### src/rtl/prio_irq_pkg.sv
package prio_irq_pkg;
   // In-service state, one bit per priority level
   typedef struct packed {
      logic hi;
      logic lo;
   } svc_t;

   function automatic int idx_width(input int n);
      return (n > 1) ? $clog2(n) : 1;
   endfunction
endpackage

### src/rtl/prio_pick.sv
module prio_pick #(
   parameter int N_SRC = 8,
   localparam int IDX_W = prio_irq_pkg::idx_width(N_SRC)
) (
   input  logic [N_SRC-1:0] mask_i,
   output logic             any_o,
   output logic [IDX_W-1:0] idx_o
);
   generate
      if (N_SRC < 2) begin : g_bad
         $error("prio_pick needs at least two sources");
      end
   endgenerate

   // Lowest-numbered set bit wins: scan downward so the last hit is kept
   always_comb begin
      idx_o = '0;
      for (int i = N_SRC - 1; i >= 0; i--) begin
         if (mask_i[i]) idx_o = IDX_W'(i);
      end
   end

   assign any_o = |mask_i;
endmodule

### src/rtl/insvc_track.sv
module insvc_track
   import prio_irq_pkg::*;
(
   input  logic clk,
   input  logic rst,
   input  logic set_hi_i,
   input  logic set_lo_i,
   input  logic reti_i,
   input  logic ret_i,
   output svc_t svc_o
);
   svc_t svc_q, svc_n;

   always_comb begin
      svc_n = svc_q;
      if (reti_i) begin
         // Only the highest level in service is released
         if (svc_q.hi) svc_n.hi = 1'b0;
         else          svc_n.lo = 1'b0;
      end else if (ret_i) begin
         // Ordinary return leaves the state alone
         svc_n = svc_q;
      end
      if (set_hi_i) svc_n.hi = 1'b1;
      if (set_lo_i) svc_n.lo = 1'b1;
   end

   always_ff @(posedge clk) begin
      if (rst) svc_q <= '0;
      else     svc_q <= svc_n;
   end

   assign svc_o = svc_q;
endmodule

### src/rtl/prio_irq_ctl.sv
module prio_irq_ctl
   import prio_irq_pkg::*;
#(
   parameter int N_SRC = 8,
   localparam int IDX_W = prio_irq_pkg::idx_width(N_SRC)
) (
   input  logic             clk,
   input  logic             rst,
   input  logic [N_SRC-1:0] req_i,
   input  logic [N_SRC-1:0] src_hi_i,
   input  logic [N_SRC-1:0] src_en_i,
   input  logic             glb_en_i,
   input  logic             take_i,
   input  logic             reti_i,
   input  logic             ret_i,
   output logic             vec_req_o,
   output logic [IDX_W-1:0] vec_idx_o
);
   generate
      if (N_SRC < 2 || N_SRC > 256) begin : g_bad
         $error("prio_irq_ctl: N_SRC out of range");
      end
   endgenerate

   logic [N_SRC-1:0] live, hi_mask, lo_mask;
   logic             hi_any, lo_any;
   logic [IDX_W-1:0] hi_idx, lo_idx;
   logic             cand_ok, cand_hi;
   logic [IDX_W-1:0] cand_idx;
   logic             vec_hi_q;
   logic             take_ok;
   svc_t             svc;
   logic             flag_hi, flag_lo;

   assign live    = req_i & src_en_i & {N_SRC{glb_en_i}};
   assign hi_mask = live & src_hi_i;
   assign lo_mask = live & ~src_hi_i;

   prio_pick #(.N_SRC(N_SRC)) u_pick_hi (.mask_i(hi_mask), .any_o(hi_any), .idx_o(hi_idx));
   prio_pick #(.N_SRC(N_SRC)) u_pick_lo (.mask_i(lo_mask), .any_o(lo_any), .idx_o(lo_idx));

   assign flag_hi = svc.hi;
   assign flag_lo = svc.lo;

   // Candidate must sit strictly above every level in service
   always_comb begin
      cand_hi  = hi_any;
      cand_idx = hi_any ? hi_idx : lo_idx;
      if (hi_any) cand_ok = !flag_hi;
      else        cand_ok = lo_any && !flag_hi && !flag_lo;
   end

   assign take_ok = take_i && vec_req_o;

   insvc_track u_track (
      .clk      (clk),
      .rst      (rst),
      .set_hi_i (take_ok && vec_hi_q),
      .set_lo_i (take_ok && !vec_hi_q),
      .reti_i   (reti_i),
      .ret_i    (ret_i),
      .svc_o    (svc)
   );

   always_ff @(posedge clk) begin
      if (rst) begin
         vec_req_o <= 1'b0;
         vec_idx_o <= '0;
         vec_hi_q  <= 1'b0;
      end else if (take_i) begin
         // Hold index and level while the core acknowledges
         vec_req_o <= 1'b0;
      end else begin
         vec_req_o <= cand_ok;
         vec_idx_o <= cand_idx;
         vec_hi_q  <= cand_hi;
      end
   end
endmodule

### config.mk
export PLATFORM = sky130hd
export DESIGN_NAME = prio_irq_ctl
export DESIGN_NICKNAME = d
export VERILOG_FILES = /design/src/rtl/prio_irq_pkg.sv /design/src/rtl/prio_pick.sv /design/src/rtl/insvc_track.sv /design/src/rtl/prio_irq_ctl.sv
export SDC_FILE = /design/constraint.sdc
export NUM_CORES = 1
export LEC_CHECK = 0
export BUFFER_PORTS_ARGS = -buffer_cell sky130_fd_sc_hd__buf_4
export CORE_MARGIN = 4
export CORE_UTILIZATION = 35
export CTS_CLUSTER_SIZE = 28
export DETAILED_ROUTE_END_ITERATION = 8
export PLACE_DENSITY_LB_ADDON = 0.2
export SLEW_MARGIN = 20
export SYNTH_ARGS = -nofsm -noshare
export SYNTH_HDL_FRONTEND = slang
export SYNTH_HIERARCHICAL = 1
export SYNTH_SLANG_ARGS = --single-unit
### constraint.sdc
create_clock -name clk -period 4.3 [get_ports clk]
set_clock_uncertainty 0.15 [all_clocks]
set_input_delay 1.29 -clock clk [delete_from_list [all_inputs] [get_ports clk]]
set_output_delay 1.29 -clock clk [all_outputs]
set_load 0.02 [all_outputs]
==> metrics.cfg, run 1 <==
[cts]
cts_inserted_buffers = 3
cts_hold_buf = 0
cts_tree = built
clk_path_buf_depth = 2
clock-sinks = 7
cts.clk_slew.worst_paths_ns = 0.05
clock_latency_ns = 0.25
postCtsSetupBuffers = 0
cts-root-buf = clkbuf_4
cts-htree-levels = 1
cts.repair.resized = 0

[sta]
tns_ns = 0
hold_slack_ns = 0.352
rsz0062_at_grt = false
slew-limit-headroom_pct = 78.9
tightest_slew_ns = 0.313
finalHoldViolations = 0
post-route-min-period_ns = 2.58
slew_viol_final = 0
setup_viol_count_final = 0
period_share_pct = 60.1
timing.fmax_ghz = 0.387

[synth]
synth-seq-cells = 7
ys_warn_count = 6
syn-cell-area_sq_um = 614
synth_top_area_share_pct = 22.8
seq_area_frac_synth_pct = 22.8
synth_top_area_cell = dfxtp_1
ys_types = 24
synth_area_leaders = dfxtp_1 23%, nor2_1 16%, nand3_1 8.1%, inv_1 7.3%, mux2i_1 6.5%
syn_area_per_cell_sq_um = 6.68
synth_cells = 92
syn_nets = 122

[routing]
wl_per_cell_microns = 10.3
num_vias = 709
ant_nets = 0
drtIter0Drc = 6
drc = 0
top_layer = met4
dr.pass1.iters = 4
wl_met2_microns = 675
wl_met3_microns = 119
vias_per_cell = 5.03
drt-met1-wl_microns = 640
routed_wl_mm = 1.45

[floorplanning]
chipHeight_microns = 49.9
die_x_microns = 49.9
coreArea_sq_um = 1580
initial_core_util_pct = 39.0
die_area_sq_um = 2490
ios = 34
rows = 14

[placement]
io_buffers = 32
gp_congestion = 0.735
dp_hpwl_mm = 1.26

[cells_and_area]
fillers = 161
n_antenna_cell = 0
layout_commonest_cell = buf_4
drive_above_1_share_pct = 31.2
areaGrowthSynthToFinish_pct = 43.2
final_cell_mix = 32 x buf_4, 26 x nor2_1, 12 x inv_1
nets = 156

[power]
p_per_area_nw_per_um2 = 220
ir_drop_uv = 129
design_power_total_uw = 194
p_leak_uw = 0.000435

[worst_setup_path]
crit_type = input port to register
crit_arrival_ns = 2.60
cp.required_ns = 4.32
critPathLaunchType = input port
cp_max_fo = 8
critPathCaptureType = register

[grt]
overflow = 0
grt_max_degree = 9
grt_pass1_wl_mm = 2.50
grt.total_usage_pct = 12.5
antenna_found_initial = 0
grt_pass1_vias = 624

[job]
cap_viol_max_count = 0

[hold_path]
hp-class = register to register

[run_status]
status = finished, final reports clean

-- path summary, 6_finish.rpt --
path / start / end / slack, ns / cells past startpoint
worst min register to register: u_track/svc_o[1] / u_track/svc_o[1] / 0.35 / 2
worst max-delay path: glb_en_i / vec_idx_o[0] / 1.72 / 7
worst max register to register: vec_req_o / u_track/svc_o[0] / 3.29 / 4
worst min-delay path: u_track/svc_o[1] / u_track/svc_o[1] / 0.35 / 2
-- stage by stage --
step / setup slack [ns] / utilization (%) / cell area, sq um / cells
2_1_floorplan: 1.65 / - / 614 / 92
3_5_place_dp: 1.46 / 54.1 / 853 / 137
6_report: 1.72 / 55.8 / 880 / 141
3_3_place_gp: 1.48 / 54.1 / 853 / 137
5_1_grt: 1.64 / 55.8 / 880 / 141
4_1_cts: 1.71 / 55.8 / 880 / 141
-- sequential cells by signal, indices dropped and copies added, names as in the netlist --
name           cells
u_track/svc_o      2
vec_req_o          1
vec_idx_o          3
vec_hi_q           1
-- synth_stat cells --
cell type,count
nor2_1,26
o21bai_1,2
nor4_2,2
a21boi_0,2
buf_2,1
nor2b_1,6
a211oi_1,3
nand2_1,1
a21oi_1,2
nor3_1,1
o41ai_1,2
inv_1,12
and3_1,1
o21a_1,1
and3b_1,2
o21ai_0,2
clkbuf_2,1
a21oi_2,1
mux2i_1,4
nand3_1,10
buf_6,1
nand2b_1,1
a211oi_2,1
dfxtp_1,7
-- cell type report --
class                   count  area [sq um]  area share [%]
multi-input cells          70           408            46.4
inverters                  12          45.0            5.12
repair buffers             32           240            27.3
clock buffers               4          26.3            2.99
flip-flops and latches      7           140            15.9
well taps                  16          20.0            2.28
-- cell families (layout without fill, tap and decap cells) --
| group | Yosys count | in the layout | share of synthesized area (%) |
|---|---|---|---|
| mux | 4 | 4 | 6.52 |
| simple gates | 50 | 50 | 40.5 |
| buf+inv | 15 | 48 | 10.8 |
| flops | 7 | 7 | 22.8 |
| compound gates | 16 | 16 | 19.3 |
-- per-layer routing --
metal | up-vias | GRT usage [%]
li1 | 375 | -
met1 | 306 | 15.1
met2 | 25 | 20.0
met3 | 3 | 4.82
met4 | 0 | 4.15
met5 | - | 0
-- report_power, final --
group	leakage [uW]	internal [uW]	total, uW	switching (uW)
Sequential	0.0000574	68.9	71.1	2.14
Combinational	0.000363	34.6	62.5	27.9
Clock	0.0000150	35.4	59.9	24.5
-- critical path, cell delays in order --
cell	delay (ns)
buf_4	0.14
nand3_1	0.08
nor2_1	0.08
nor4_2	0.31
nand3_1	0.27
mux2i_1	0.18
a211oi_1	0.25
No activity file was read; power rests on OpenSTA's default activity.
==> run 2: changes to the inputs <==
--- a/config.mk
+++ b/config.mk
@@ -5,6 +5,7 @@
 export SDC_FILE = /design/constraint.sdc
 export NUM_CORES = 1
 export LEC_CHECK = 0
+export ABC_AREA = 1
 export BUFFER_PORTS_ARGS = -buffer_cell sky130_fd_sc_hd__buf_4
 export CORE_MARGIN = 4
 export CORE_UTILIZATION = 35
==> constraint.sdc (replaced) <==
create_clock -name clk -period 2.4 [get_ports clk]
set_clock_uncertainty 0.15 [all_clocks]
set_input_delay 0.72 -clock clk [delete_from_list [all_inputs] [get_ports clk]]
set_output_delay 0.72 -clock clk [all_outputs]
set_load 0.02 [all_outputs]
==> run 2 against run 1 <==
Net effect: non-clock buffer count is the same; sequential share of layout area down 1.6 points; final area increased by 11%; clock power rose by 85%; via count up 13%; total power rose by 84%; register-to-register slack lost 1.8 ns; critical path depth is 3 higher; worst hold slack worse by 0.034 ns; largest cell class unchanged.
==> metrics.cfg, run 2 <==
[cts]
clk_path_buf_depth = 2  ; unchanged
cts_inserted_buffers = 3  ; unchanged
cts-htree-levels = 1  ; unchanged
clock-sinks = 7  ; unchanged
cts_tree = built
cts-root-buf = clkbuf_4
clock_latency_ns = 0.25  ; about the same
cts.clk_slew.worst_paths_ns = 0.05  ; about the same
cts.repair.resized = 0  ; unchanged
postCtsSetupBuffers = 0  ; unchanged
cts_hold_buf = 0  ; unchanged

[floorplanning]
die_area_sq_um = 2770  ; +11%
chipHeight_microns = 52.6  ; +5.5%
rows = 15  ; +1
die_x_microns = 52.6  ; +5.5%
initial_core_util_pct = 38.7  ; -0.29 points
coreArea_sq_um = 1800  ; +14%
ios = 34  ; unchanged

[cells_and_area]
final_cell_mix = 33 x nor2_1, 32 x inv_1, 32 x buf_4
areaGrowthSynthToFinish_pct = 40.0
layout_commonest_cell = nor2_1
drive_above_1_share_pct = 29.2  ; -2.0 points
n_antenna_cell = 0  ; unchanged
largest_register_ffs = 3  ; unchanged
largest_register = vec_idx_o
final_cell_area_sq_um = 976  ; +11%
nets = 192  ; +23%

[hold_path]
hp-class = register to register

[worst_setup_path]
cp_max_fo = 8  ; unchanged
critPathLaunchType = input port
slowest_delay_ns = 0.25  ; -0.06 ns
critPathCaptureType = register
path_cells = buf_4 > nand3_2 > nor2_1 > or2_1 > nor3_2 > nand2_1 > nand2_1 > nand2_1 > nor2_1 > nor2_1
crit_arrival_ns = 1.87  ; -0.73 ns
cp.required_ns = 2.40  ; -1.92 ns
crit_type = input port to register
cp_slowest_cell = or2_1

[power]
p_seq_share_pct = 35.4  ; -1.3 points
p_per_area_nw_per_um2 = 366  ; +66%
pwr-share-comb_pct = 33.5  ; +1.2 points
p_sw_share_pct = 30.9  ; +2.7 points
p_leak_uw = 0.000519  ; +19%
ir_drop_uv = 178  ; +38%
clockPowerShare_pct = 31.1  ; about the same
p_int_uw = 247  ; +77%
design_power_total_uw = 357  ; +84%
switching_power_uw = 110  ; +100%

[routing]
drtIter0Drc = 10  ; +4
num_vias = 798  ; +13%
dr.pass1.iters = 4  ; unchanged
ant_nets = 0  ; unchanged
drc = 0  ; unchanged
vias_per_cell = 4.29  ; -15%
wl_per_cell_microns = 8.33  ; -19%
routed_wl_mm = 1.55  ; +7.0%

[synth]
synth_area_leaders = dfxtp_1 20%, nor2_1 18%, inv_1 17%, nand2_1 13%, nand3_2 11%
seq_area_frac_synth_pct = 20.1  ; -2.7 points
synthFlopType = dfxtp_1
synth_top_area_share_pct = 20.1  ; -2.7 points
synth_top_area_cell = dfxtp_1
async_reset_ff_share_pct = 0  ; unchanged
synth_cells = 127  ; +38%
ys_types = 17  ; -29%
synth-seq-cells = 7  ; unchanged
synth_edf_count = 0  ; unchanged
syn-cell-area_sq_um = 697  ; +13%
yosysMostFrequentCell = nor2_1
synthTopCellsByCount = 33 x nor2_1, 32 x inv_1, 25 x nand2_1, 8 x nand3_2, 7 x dfxtp_1
syn_nets = 157  ; +29%
ys_warn_count = 6  ; unchanged
syn_area_per_cell_sq_um = 5.49  ; -18%

[job]
cap_viol_max_count = 0  ; unchanged

[sta]
slew-limit-headroom_pct = 84.3  ; +5.5 points
timing.fmax_ghz = 0.534
tns_ns = 0  ; unchanged
finalHoldViolations = 0  ; unchanged
tightest_slew_ns = 0.234  ; -0.0784 ns
period_share_pct = 78.1
setup_viol_count_final = 0  ; unchanged
rsz0062_at_grt = false
post-route-min-period_ns = 1.87
slew_viol_final = 0  ; unchanged

[placement]
placed_area_sq_um = 950  ; +11%
io_buffers = 32  ; unchanged
gp_congestion = 0.790  ; +7.5%
dp_hpwl_mm = 1.36  ; +8.4%

[grt]
overflow = 0  ; unchanged
grt_max_degree = 10  ; +1
grt.total_usage_pct = 12.6  ; +0.089 points
antenna_found_initial = 0  ; unchanged
grt_pass1_vias = 721  ; +16%
grt_pass1_wl_mm = 2.65  ; +6.1%

[run_status]
status = finished, final reports clean

run 2: cell count changes in the layout (fill, tap and decap cells not counted), moves of 3 or more:
cell and change:
nand2_1 +24, inv_1 +20, nand3_1 -8, nand3_2 +8
nor2_1 +7, nor2b_1 -6, mux2i_1 -4, a211oi_1 -3
run 2: worst max-delay path, delay by kind of cell:
family                 cells  cell delay [ns]
buffers and inverters      1             0.16
AND/OR/NAND/NOR            9             0.99
run 2: final timing paths:
kind / startpoint / endpoint / slack, ns / cells past startpoint
worst min-delay path: u_track/svc_o[0] / u_track/svc_o[0] / 0.32 / 2
worst max register to register: vec_req_o / u_track/svc_o[0] / 1.49 / 4
worst max-delay path: glb_en_i / vec_idx_o[1] / 0.53 / 10
worst min register to register: u_track/svc_o[0] / u_track/svc_o[0] / 0.32 / 2
run 2: logic make-up (layout without fill, tap and decap cells):
| family | count (synthesis) | count (layout) | share of synthesized area (%) |
|---|---|---|---|
| simple gates | 75 | 75 | 51.3 |
| buf+inv | 35 | 69 | 20.5 |
| compound gates | 10 | 10 | 8.08 |
| flops | 7 | 7 | 20.1 |
run 2: metrics by stage:
stage                     hold WS [ns]  util, %  instances  worst slack [ns]
after CTS                        0.322     54.2        186             0.521
after floorplan                  0.291        -        127             0.392
after detailed placement         0.310     52.7        182             0.257
after global placement           0.313     52.7        182             0.270
after global routing             0.333     54.2        186             0.390
final                            0.318     54.2        186             0.526
run 2: area by class of cell:
cell class,instances,area [sq um]
clock buffer,4,26.3
fill,204,826
inverter,33,124
multi-input combinational,85,414
sequential,7,140
tap,25,31.3
timing repair buffer,32,240
run 2: metal layers:
layer	wire [microns]	up-vias	global-route usage (%)
li1	-	443	-
met3	94	3	3.42
met5	0	-	0
met1	649	333	13.7
met2	796	19	23.1
met4	8	0	3.83
run 2: power by group through the flow:
stage               Sequential, uW  Combinational [uW]  Clock [uW]
floorplan                      135                63.3           0
global placement               129                 118           0
detailed placement             129                 121           0
CTS                            126                 121         116
global route                   127                 136         125
finish                         126                 120         111
==> run 3: changes to the inputs <==
--- a/config.mk
+++ b/config.mk
@@ -5,7 +5,7 @@
 export SDC_FILE = /design/constraint.sdc
 export NUM_CORES = 1
 export LEC_CHECK = 0
-export ABC_AREA = 1
+export ABC_AREA = 0
 export BUFFER_PORTS_ARGS = -buffer_cell sky130_fd_sc_hd__buf_4
 export CORE_MARGIN = 4
 export CORE_UTILIZATION = 35
==> constraint.sdc (replaced) <==
create_clock -name clk -period 1.68 [get_ports clk]
set_clock_uncertainty 0.15 [all_clocks]
set_input_delay 0.504 -clock clk [delete_from_list [all_inputs] [get_ports clk]]
set_output_delay 0.504 -clock clk [all_outputs]
set_load 0.02 [all_outputs]
==> run 3 against run 2 <==
Net effect: the flow now finishes with violations (setup timing); critical endpoint is now vec_idx_o[0]; wire length grew 15%; flip-flop and latch count stayed put; final area is 2.6% higher; largest cell class unchanged.
==> metrics.cfg, run 3 (synthesized netlist as in run 1, its figures left out) <==
[cts]
cts_hold_buf = 0  ; unchanged
cts_inserted_buffers = 3  ; unchanged
cts_tree = built
clk_path_buf_depth = 2  ; unchanged
cts-htree-levels = 1  ; unchanged
clock_latency_ns = 0.26  ; about the same
clock-sinks = 7  ; unchanged
cts.clk_slew.worst_paths_ns = 0.06  ; about the same
cts-root-buf = clkbuf_4

[run_status]
violations = setup timing
status = complete, but fails checks

[cells_and_area]
nets = 160  ; -17%
drive_above_1_share_pct = 42.6  ; +13 points
final_cell_area_sq_um = 1000  ; +2.6%
areaGrowthSynthToFinish_pct = 62.9
largest_register = vec_idx_o
largest_register_ffs = 3  ; unchanged
final_cell_mix = 33 x buf_4, 19 x nor2_1, 11 x inv_1
fin_cells = 145  ; -22%
layout_commonest_cell = buf_4
n_antenna_cell = 0  ; unchanged

[routing]
vias_per_cell = 5.13  ; +20%
wl_met3_microns = 103  ; +9.6%
drtIter0Drc = 12  ; +2
wl_per_cell_microns = 12.3  ; +48%
num_vias = 744  ; -6.8%
routed_wl_mm = 1.79  ; +15%
drt-met1-wl_microns = 718  ; +11%
top_layer = met4
drc = 0  ; unchanged
wl_met2_microns = 940  ; +18%
dr.pass1.iters = 4  ; unchanged
ant_nets = 0  ; unchanged

[sta]
setup_viol_count_final = 1  ; +1
tns_ns = -0.0174  ; -0.0174 ns
slew_viol_final = 0  ; unchanged
rsz0062_at_grt = true
timing.fmax_ghz = 0.589
period_share_pct = 101
post-route-min-period_ns = 1.70
tightest_slew_ns = 0.287  ; +0.0528 ns
finalHoldViolations = 0  ; unchanged
slew-limit-headroom_pct = 80.6  ; -3.7 points
setup_ws_ns = -0.0174  ; -0.544 ns

[power]
design_power_total_uw = 535  ; +50%
clockPowerShare_pct = 29.7  ; -1.4 points
p_leak_uw = 0.000473  ; -8.8%
pwr-share-comb_pct = 36.3  ; +2.8 points
switching_power_uw = 162  ; +47%
ir_drop_uv = 419  ; +140%
p_per_area_nw_per_um2 = 535  ; +46%
p_seq_share_pct = 34.0  ; -1.4 points
p_int_uw = 373  ; +52%
p_sw_share_pct = 30.2  ; -0.69 points

[placement]
placed_area_sq_um = 901  ; -5.1%
io_buffers = 32  ; unchanged
gp_congestion = 0.771  ; -2.4%
post-place-cells = 140  ; -23%
dp_hpwl_mm = 1.43  ; +4.5%
pre_cts_ws_ns = -0.376  ; -0.633 ns

[floorplanning]
coreArea_sq_um = 1580  ; -13%
die_area_sq_um = 2490  ; -10%
ios = 34  ; unchanged
chipHeight_microns = 49.9  ; -5.2%
die_x_microns = 49.9  ; -5.2%
initial_core_util_pct = 39.0  ; +0.29 points
rows = 14  ; -1

[worst_setup_path]
critPathCaptureType = register
crit_type = input port to register
cp_max_fo = 8  ; unchanged
crit_start = glb_en_i
critPathLaunchType = input port
worstReg2RegStart = vec_req_o
crit_arrival_ns = 1.71  ; -0.16 ns
cp.required_ns = 1.70  ; -0.70 ns

[grt]
antenna_found_initial = 0  ; unchanged
grt_pass1_vias = 718  ; -0.42%
grt_pass1_wl_mm = 2.97  ; +12%
overflow = 0  ; unchanged
grt_max_degree = 9  ; -1
grt.total_usage_pct = 15.3  ; +2.7 points

[hold_path]
hp-class = input port to register
min_from = reti_i

[job]
cap_viol_max_count = 0  ; unchanged

[run 3: cell type report]
type                       count  area [sq um]
timing repair buffer          36           290
fill                         162           576
multi-input combinational     70           479
inverter                      12          45.0
tap                           16          20.0
sequential                     7           140
clock buffer                   4          26.3
[run 3: final timing paths]
path                                    endpoint  slack, ns  depth (start not counted)
worst max-delay path                vec_idx_o[0]      -0.02                          7
worst min-delay path            u_track/svc_o[0]       0.28                          2
worst max register to register  u_track/svc_o[0]       0.67                          4
worst min register to register  u_track/svc_o[1]       0.36                          2
[run 3: power groups by stage]
stage | sequential (uW) | combinational, uW | clock, uW
2_1_floorplan | 193 | 91.2 | 0
3_3_place_gp | 185 | 168 | 0
3_5_place_dp | 186 | 173 | 0
4_1_cts | 182 | 188 | 165
5_1_grt | 183 | 213 | 178
6_report | 182 | 194 | 159
[run 3: timing repair]
action | CTS | global route
gates resized for setup | 9 | 8
endpoints found under the setup margin | 3 | 3
gates cloned | 0 | 0
pin swaps | 4 | 6
buffers inserted | 1 | 0
[run 3: critical path, cell delays in order]
cell	delay [ns]
buf_12	0.12
nand3_4	0.07
nor2_4	0.05
nor4_4	0.33
nand3_2	0.20
mux2i_1	0.18
a211oi_1	0.25
[run 3: routing by layer]
metal | up-vias | global-route usage [%]
li1 | 383 | -
met1 | 336 | 16.7
met2 | 21 | 27.8
met3 | 4 | 5.12
met4 | 0 | 4.15
met5 | - | 0
[run 3: per-stage QoR]
stage	util, %	hold WS [ns]
finish	63.5	0.277
global route	63.5	0.265
CTS	62.1	0.271
detailed placement	57.1	0.345
global placement	57.1	0.345
floorplan	-	0.320
